--- src/rtl/dtb_pkg.sv ---
package dtb_pkg;

  typedef enum logic [1:0] {
    BANK_IDLE = 2'd0,
    BANK_RUN  = 2'd1,
    BANK_DONE = 2'd2
  } bank_state_e;

  function automatic int idx_width(input int n);
    return (n > 1) ? $clog2(n) : 1;
  endfunction

endpackage

--- src/rtl/dtb_stop_sync.sv ---
module dtb_stop_sync #(
  parameter int NUM_CH = 16
) (
  input  logic              clk,
  input  logic              rst,
  input  logic [NUM_CH-1:0] stop_async_i,
  output logic [NUM_CH-1:0] rise_o
);

  for (genvar g = 0; g < NUM_CH; g++) begin : g_lane
    logic meta_q, sync_q, prev_q;

    always_ff @(posedge clk) begin
      if (rst) begin
        meta_q <= 1'b0;
        sync_q <= 1'b0;
        prev_q <= 1'b0;
      end else begin
        meta_q <= stop_async_i[g];
        sync_q <= meta_q;
        prev_q <= sync_q;
      end
    end

    assign rise_o[g] = sync_q & ~prev_q;

    AST_RISE_SINGLE: assert property (@(posedge clk) disable iff (rst)
      rise_o[g] |=> !rise_o[g]);
  end

endmodule

--- src/rtl/dtb_counter_lane.sv ---
module dtb_counter_lane #(
  parameter int CNT_W = 16
) (
  input  logic             clk,
  input  logic             rst,
  input  logic             clear_i,
  input  logic             stop_rise_i,
  output logic [CNT_W-1:0] count_o,
  output logic             fin_o,
  output logic             tmo_o
);

  localparam logic [CNT_W-1:0] FULL = '1;
  localparam logic [CNT_W-1:0] LAST = FULL - 1'b1;

  logic [CNT_W-1:0] count_q;
  logic             run_q, fin_q, tmo_q;

  always_ff @(posedge clk) begin
    if (rst) begin
      count_q <= '0;
      run_q   <= 1'b0;
      fin_q   <= 1'b0;
      tmo_q   <= 1'b0;
    end else if (clear_i) begin
      count_q <= '0;
      run_q   <= 1'b1;
      fin_q   <= 1'b0;
      tmo_q   <= 1'b0;
    end else if (run_q) begin
      if (stop_rise_i) begin
        run_q <= 1'b0;
        fin_q <= 1'b1;
      end else if (count_q == LAST) begin
        count_q <= FULL;
        run_q   <= 1'b0;
        fin_q   <= 1'b1;
        tmo_q   <= 1'b1;
      end else begin
        count_q <= count_q + 1'b1;
      end
    end
  end

  assign count_o = count_q;
  assign fin_o   = fin_q;
  assign tmo_o   = tmo_q;

  AST_CLEAR_ZERO: assert property (@(posedge clk) disable iff (rst)
    clear_i |=> (count_q == '0) && !fin_q && !tmo_q);
  AST_COUNT_STEP: assert property (@(posedge clk) disable iff (rst)
    run_q && !clear_i && !stop_rise_i |=> count_q == $past(count_q) + 1'b1);
  AST_FIN_HOLD: assert property (@(posedge clk) disable iff (rst)
    fin_q && !clear_i |=> $stable(count_q) && fin_q && $stable(tmo_q));
  AST_TMO_FULL: assert property (@(posedge clk) disable iff (rst)
    tmo_q |-> fin_q && (count_q == FULL));
  AST_STOP_NO_TMO: assert property (@(posedge clk) disable iff (rst)
    run_q && !clear_i && stop_rise_i |=> fin_q && !tmo_q);

endmodule

--- src/rtl/dtb_min_pick.sv ---
module dtb_min_pick #(
  parameter int NUM_CH = 16,
  parameter int CNT_W  = 16,
  parameter int IDX_W  = 4
) (
  input  logic [NUM_CH*CNT_W-1:0] vals_i,
  input  logic [NUM_CH-1:0]       ok_i,
  output logic [IDX_W-1:0]        idx_o,
  output logic                    any_o
);

  localparam int LVL = (NUM_CH > 1) ? $clog2(NUM_CH) : 0;
  localparam int P   = 1 << LVL;

  logic [CNT_W-1:0] nv  [1:2*P-1];
  logic [IDX_W-1:0] ni  [1:2*P-1];
  logic             nok [1:2*P-1];

  for (genvar j = 0; j < P; j++) begin : g_leaf
    if (j < NUM_CH) begin : g_real
      assign nv[P+j]  = vals_i[j*CNT_W +: CNT_W];
      assign ni[P+j]  = IDX_W'(j);
      assign nok[P+j] = ok_i[j];
    end else begin : g_pad
      assign nv[P+j]  = '0;
      assign ni[P+j]  = '0;
      assign nok[P+j] = 1'b0;
    end
  end

  for (genvar n = 1; n < P; n++) begin : g_node
    logic take_r;
    assign take_r = nok[2*n+1] && (!nok[2*n] || (nv[2*n+1] < nv[2*n]));
    assign nv[n]  = take_r ? nv[2*n+1] : nv[2*n];
    assign ni[n]  = take_r ? ni[2*n+1] : ni[2*n];
    assign nok[n] = nok[2*n] | nok[2*n+1];
  end

  assign idx_o = ni[1];
  assign any_o = nok[1];

endmodule

--- src/rtl/discharge_timer_bank.sv ---
module discharge_timer_bank
  import dtb_pkg::*;
#(
  parameter int NUM_CH = 16,
  parameter int CNT_W  = 16,
  localparam int IDX_W = (NUM_CH > 1) ? $clog2(NUM_CH) : 1
) (
  input  logic                    clk,
  input  logic                    rst,
  input  logic                    start_i,
  input  logic [NUM_CH-1:0]       stop_i,
  output logic [NUM_CH*CNT_W-1:0] count_o,
  output logic [NUM_CH-1:0]       ch_fin_o,
  output logic [NUM_CH-1:0]       ch_tmo_o,
  output logic                    done_o,
  output logic [IDX_W-1:0]        win_idx_o,
  output logic                    no_win_o
);

  bank_state_e      state_q;
  logic             start_acc;
  logic [NUM_CH-1:0] rise;
  logic             all_fin;
  logic [IDX_W-1:0] pick_idx;
  logic             pick_any;
  logic             done_q, no_win_q;
  logic [IDX_W-1:0] win_q;

  assign start_acc = start_i && (state_q != BANK_RUN);

  dtb_stop_sync #(.NUM_CH(NUM_CH)) u_sync (
    .clk          (clk),
    .rst          (rst),
    .stop_async_i (stop_i),
    .rise_o       (rise)
  );

  for (genvar g = 0; g < NUM_CH; g++) begin : g_ch
    dtb_counter_lane #(.CNT_W(CNT_W)) u_lane (
      .clk         (clk),
      .rst         (rst),
      .clear_i     (start_acc),
      .stop_rise_i (rise[g]),
      .count_o     (count_o[g*CNT_W +: CNT_W]),
      .fin_o       (ch_fin_o[g]),
      .tmo_o       (ch_tmo_o[g])
    );
  end

  assign all_fin = &ch_fin_o;

  dtb_min_pick #(.NUM_CH(NUM_CH), .CNT_W(CNT_W), .IDX_W(IDX_W)) u_pick (
    .vals_i (count_o),
    .ok_i   (ch_fin_o & ~ch_tmo_o),
    .idx_o  (pick_idx),
    .any_o  (pick_any)
  );

  always_ff @(posedge clk) begin
    if (rst) begin
      state_q  <= BANK_IDLE;
      done_q   <= 1'b0;
      win_q    <= '0;
      no_win_q <= 1'b0;
    end else begin
      case (state_q)
        BANK_RUN: begin
          if (all_fin) begin
            state_q  <= BANK_DONE;
            done_q   <= 1'b1;
            win_q    <= pick_any ? pick_idx : '0;
            no_win_q <= !pick_any;
          end
        end
        default: begin
          if (start_i) begin
            state_q  <= BANK_RUN;
            done_q   <= 1'b0;
            win_q    <= '0;
            no_win_q <= 1'b0;
          end
        end
      endcase
    end
  end

  assign done_o    = done_q;
  assign win_idx_o = win_q;
  assign no_win_o  = no_win_q;

  AST_DONE_ALL_FIN: assert property (@(posedge clk) disable iff (rst)
    done_o |-> &ch_fin_o);
  AST_DONE_HOLD: assert property (@(posedge clk) disable iff (rst)
    done_o && !start_i |=> done_o);
  AST_RUN_IGNORES_START: assert property (@(posedge clk) disable iff (rst)
    (state_q == BANK_RUN) && !all_fin |=> !done_o);
  AST_WIN_LIVE: assert property (@(posedge clk) disable iff (rst)
    done_o && !no_win_o |-> !ch_tmo_o[win_idx_o]);
  AST_NOWIN_ALL_TMO: assert property (@(posedge clk) disable iff (rst)
    done_o && no_win_o |-> (&ch_tmo_o) && (win_idx_o == '0));

endmodule

--- config.mk ---
export PLATFORM = sky130hd
export DESIGN_NAME = discharge_timer_bank
export DESIGN_NICKNAME = d
export VERILOG_FILES = /design/src/rtl/dtb_pkg.sv /design/src/rtl/dtb_stop_sync.sv /design/src/rtl/dtb_counter_lane.sv /design/src/rtl/dtb_min_pick.sv /design/src/rtl/discharge_timer_bank.sv
export SDC_FILE = /design/constraint.sdc
export NUM_CORES = 1
export LEC_CHECK = 0
export ABC_AREA = 1
export BUFFER_PORTS_ARGS = -buffer_cell sky130_fd_sc_hd__buf_2
export CORE_ASPECT_RATIO = 1.4
export CORE_MARGIN = 2
export CORE_UTILIZATION = 40
export CTS_CLUSTER_SIZE = 30
export DETAILED_ROUTE_END_ITERATION = 16
export PLACE_DENSITY = 0.66
export SLEW_MARGIN = 0
export SYNTH_ARGS = -nofsm -noshare
export SYNTH_HDL_FRONTEND = slang
export SYNTH_SLANG_ARGS = --single-unit
--- constraint.sdc ---
create_clock -name clk -period 8.56 [get_ports clk]
set_input_delay 0.428 -clock clk [delete_from_list [all_inputs] [get_ports clk]]
set_output_delay 0.428 -clock clk [all_outputs]
set_load 0.05 [all_outputs]
==> metrics <==
VDD IR max=0.000139 V; gpl congestion=0.941; Setup Viol. Count Final=0; cell area after synthesis=24300 sq um; standard cell with the maximum stage delay on the critical path=sky130_fd_sc_hd__o21ai_0; total gr overflow=0; critical path's largest stage delay=0.57 ns; Starting DRT DRC Count=1664; mean post-synth cell area=6.50 sq um; kind of start point of the critical path=register; vertical extent of the die=296 um; wire length per cell=17.4 um; number of optimization iterations in the first detailed-route pass=5; Crit Path Class=reg2reg; Core ar.=60500 sq um; clock-pin slew reported for the worst setup and hold paths after clock tree synthesis=0.06 ns; critical-path maximum fanout=32; number of antenna cells inserted=0; remaining number of nets flagged by the antenna check after routing=0; Leakage=14.1 nW; CP Capture Type=register; status=completed; first-pass GRT wire length=131000 um; Sink Count=359; setup fix buffers added after clock tree synthesis=0; proportion of register bits with asynchronous set or reset after synthesis=0%; top cell type by total area after synthesis=sky130_fd_sc_hd__dfxtp_1; final routed wirelength across all metal layers=84600 um; row count=107; number of flip-flops and latches in the synthesized netlist=359; post-synthesis sequential area ratio=29.5%; # Max-Cap Violations=0; worst reg2reg path endpoint=win_idx_o[2]$_SDFFE_PP0P_; clock root buffer=sky130_fd_sc_hd__clkbuf_16; final-stage net count=4282; Netlist cell types=38; largest net degree at the start of global routing=87; signed area change from the synthesized netlist to the final layout=15.1%; area of the die=62900 sq um; path class of the lowest-slack min-delay path=in2reg; Remaining DRCs=0; unrepaired setup endpoints after global routing=no; source-to-sink clock delay at the later pin of the worst-skew pair=0.58 ns; Mapped Cells=3746; endpoint required time on the critical path=9.07 ns; share of the synthesized area in the top cell type=29.5%; Most Frequent Cell on Critical Path=sky130_fd_sc_hd__nand2_1; post-layout util=46.3%; hold path cells=3; Total GRT Usage=26.6%; Critical Path AT=8.28 ns; clock tree from TritonCTS=yes; number of global-route vias before repair=23900; most used flip-flop cell after synthesis=sky130_fd_sc_hd__dfxtp_1; Placed Area=26600 sq um; minimum period implied by the final worst setup slack=7.77 ns; final worst-path setup slack=0.785 ns; Synthesized Nets=4017; final cell area excluding filler cells=28000 sq um; initial core utilization=40.2%; number of hold violations in the final report=0; number of buffers inserted by port buffering=312; startpoint of the most critical register-to-register path=g_ch[10].u_lane.count_o[5]$_SDFFE_PP0P_; worst slack at placement=0.399 ns; Clock Path Buffers=3; setup slack on the worst flop-to-flop path=0.79 ns; final max-slew violation count=0; hold worst-path end=u_sync.g_lane[2].meta_q$_SDFF_PP0_; skew final=0.0240 ns; most frequently used cell type in the post-synthesis netlist=sky130_fd_sc_hd__nand2_1; ratio of final minimum period to clock period=90.8%; most frequent cells after synthesis=843 x sky130_fd_sc_hd__nand2_1, 585 x sky130_fd_sc_hd__inv_1, 395 x sky130_fd_sc_hd__o21ai_0, 370 x sky130_fd_sc_hd__nor2_1, 359 x sky130_fd_sc_hd__dfxtp_1; top cells by area in the synthesized netlist=sky130_fd_sc_hd__dfxtp_1 30%, sky130_fd_sc_hd__nand2_1 13%, sky130_fd_sc_hd__ha_1 13%, sky130_fd_sc_hd__inv_1 9.0%, sky130_fd_sc_hd__o21ai_0 8.1%; number of antenna violations at the first check in global routing=1; overall power after layout=3.97 mW; tightest slew margin relative to the limit=20.2%; fraction of layout instances using a drive strength above 1=11.7%; R2R depth=40; vias per std cell=5.20; io pins=313; Total Neg Setup Slack=0 ns; number of enable-type register cells in the synthesized netlist=0; cts bufs inserted=43; worst hold start=stop_i[2]; DR vias=25300; Synth Warn #=0; Die Wd=213 um; Fmax achieved=0.129 GHz; placed wire-length estimate=66400 um; pwr/cell area=142 nW/um^2; transition time of the tightest slew-check pin=1.20 ns; total number of H-tree levels=2
[power by group]
group | switching [mW] | internal, mW | total, mW
sequential | 0.0268 | 1.70 | 1.72
clock | 0.774 | 1.11 | 1.88
combinational | 0.262 | 0.102 | 0.364
[metal layers]
metal	vias up	wire, um	global-route usage (%)
met3	206	4400	4.12
li1	12700	-	-
met5	-	11	0
met2	691	42600	49.0
met1	11600	33300	29.7
met4	2	4280	12.5
[kinds of logic after synthesis]
logic type	after synthesis	synth area share, %
AO/OA/AOI/OAI	778	16.8
XOR/XNOR	54	1.94
adder cells (fa/ha/maj)	252	12.9
buffers and inverters	712	11.5
flip-flops	359	29.5
AND/OR/NAND/NOR	1591	27.2
[worst max-delay path by stage]
| stage | depth (start not counted) | slack, ns | start | to |
|---|---|---|---|---|
| floorplan | 49 | 1.72 | g_ch[12].u_lane.count_o[9]$_SDFFE_PP0P_ | win_idx_o[2]$_SDFFE_PP0P_ |
| global placement | 42 | 0.56 | g_ch[12].u_lane.count_o[7]$_SDFFE_PP0P_ | win_idx_o[2]$_SDFFE_PP0P_ |
| detailed placement | 43 | 0.40 | g_ch[12].u_lane.count_o[7]$_SDFFE_PP0P_ | win_idx_o[2]$_SDFFE_PP0P_ |
| CTS | 43 | 0.41 | g_ch[12].u_lane.count_o[7]$_SDFFE_PP0P_ | win_idx_o[1]$_SDFFE_PP0P_ |
| global route | 42 | 0.002 | g_ch[12].u_lane.count_o[7]$_SDFFE_PP0P_ | win_idx_o[1]$_SDFFE_PP0P_ |
| finish | 40 | 0.79 | g_ch[10].u_lane.count_o[5]$_SDFFE_PP0P_ | win_idx_o[2]$_SDFFE_PP0P_ |
[critical path: cells and delay by family, from the launching register on]
kind	cells	cell delay [ns]
simple gates	23	2.65
fa+ha+maj	4	1.20
flops	1	0.44
buf+inv	2	0.51
compound gates	11	2.86
[layout by cell type (no fill, tap or decap), drive strengths merged, types with 45 or more instances in the layout]
| cell | Yosys | final |
|---|---|---|
| nand2 | 862 | 862 |
| inv | 592 | 592 |
| o21ai | 397 | 397 |
| nor2 | 370 | 370 |
| dfxtp | 359 | 359 |
| buf | 40 | 338 |
| a21oi | 282 | 282 |
| ha | 252 | 252 |
| nand3 | 135 | 135 |
| nor3 | 103 | 103 |
| nand4 | 65 | 65 |
| clkbuf | 78 | 61 |
| xor2 | 46 | 46 |
| a31oi | 45 | 45 |
[through the flow]
step	hold WS [ns]	instances
CTS	0.0261	4859
global route	0.0492	4859
finish	0.0566	4859
global placement	0.389	4783
floorplan	0.388	3746
detailed placement	0.395	4783
[state kept, by name, indices dropped and copies added, names as in the netlist]
register and cells:
g_ch.u_lane.run_q 16, win_idx_o 4, state_q 2, g_ch.u_lane.tmo_o 16, u_sync.g_lane.meta_q 16, u_sync.g_lane.prev_q 16
g_ch.u_lane.fin_o 16, g_ch.u_lane.count_o 256, no_win_o 1, u_sync.g_lane.sync_q 16
[area by class of cell]
type	count	area [sq um]
clock inverters	15	150
inverters	594	2250
well taps	817	1020
fillers	6483	32500
clock buffers	61	1280
flip-flops and latches	359	7190
multi-input cells	2675	14400
repair buffers	338	1760
[timing repair]
action,4_1_cts,5_1_grt
resized for setup,0,17
hold buffers,0,0
hold endpoints to repair,0,0
setup endpoints to repair,0,4
Note: power is estimated with default switching activity, not from simulation.
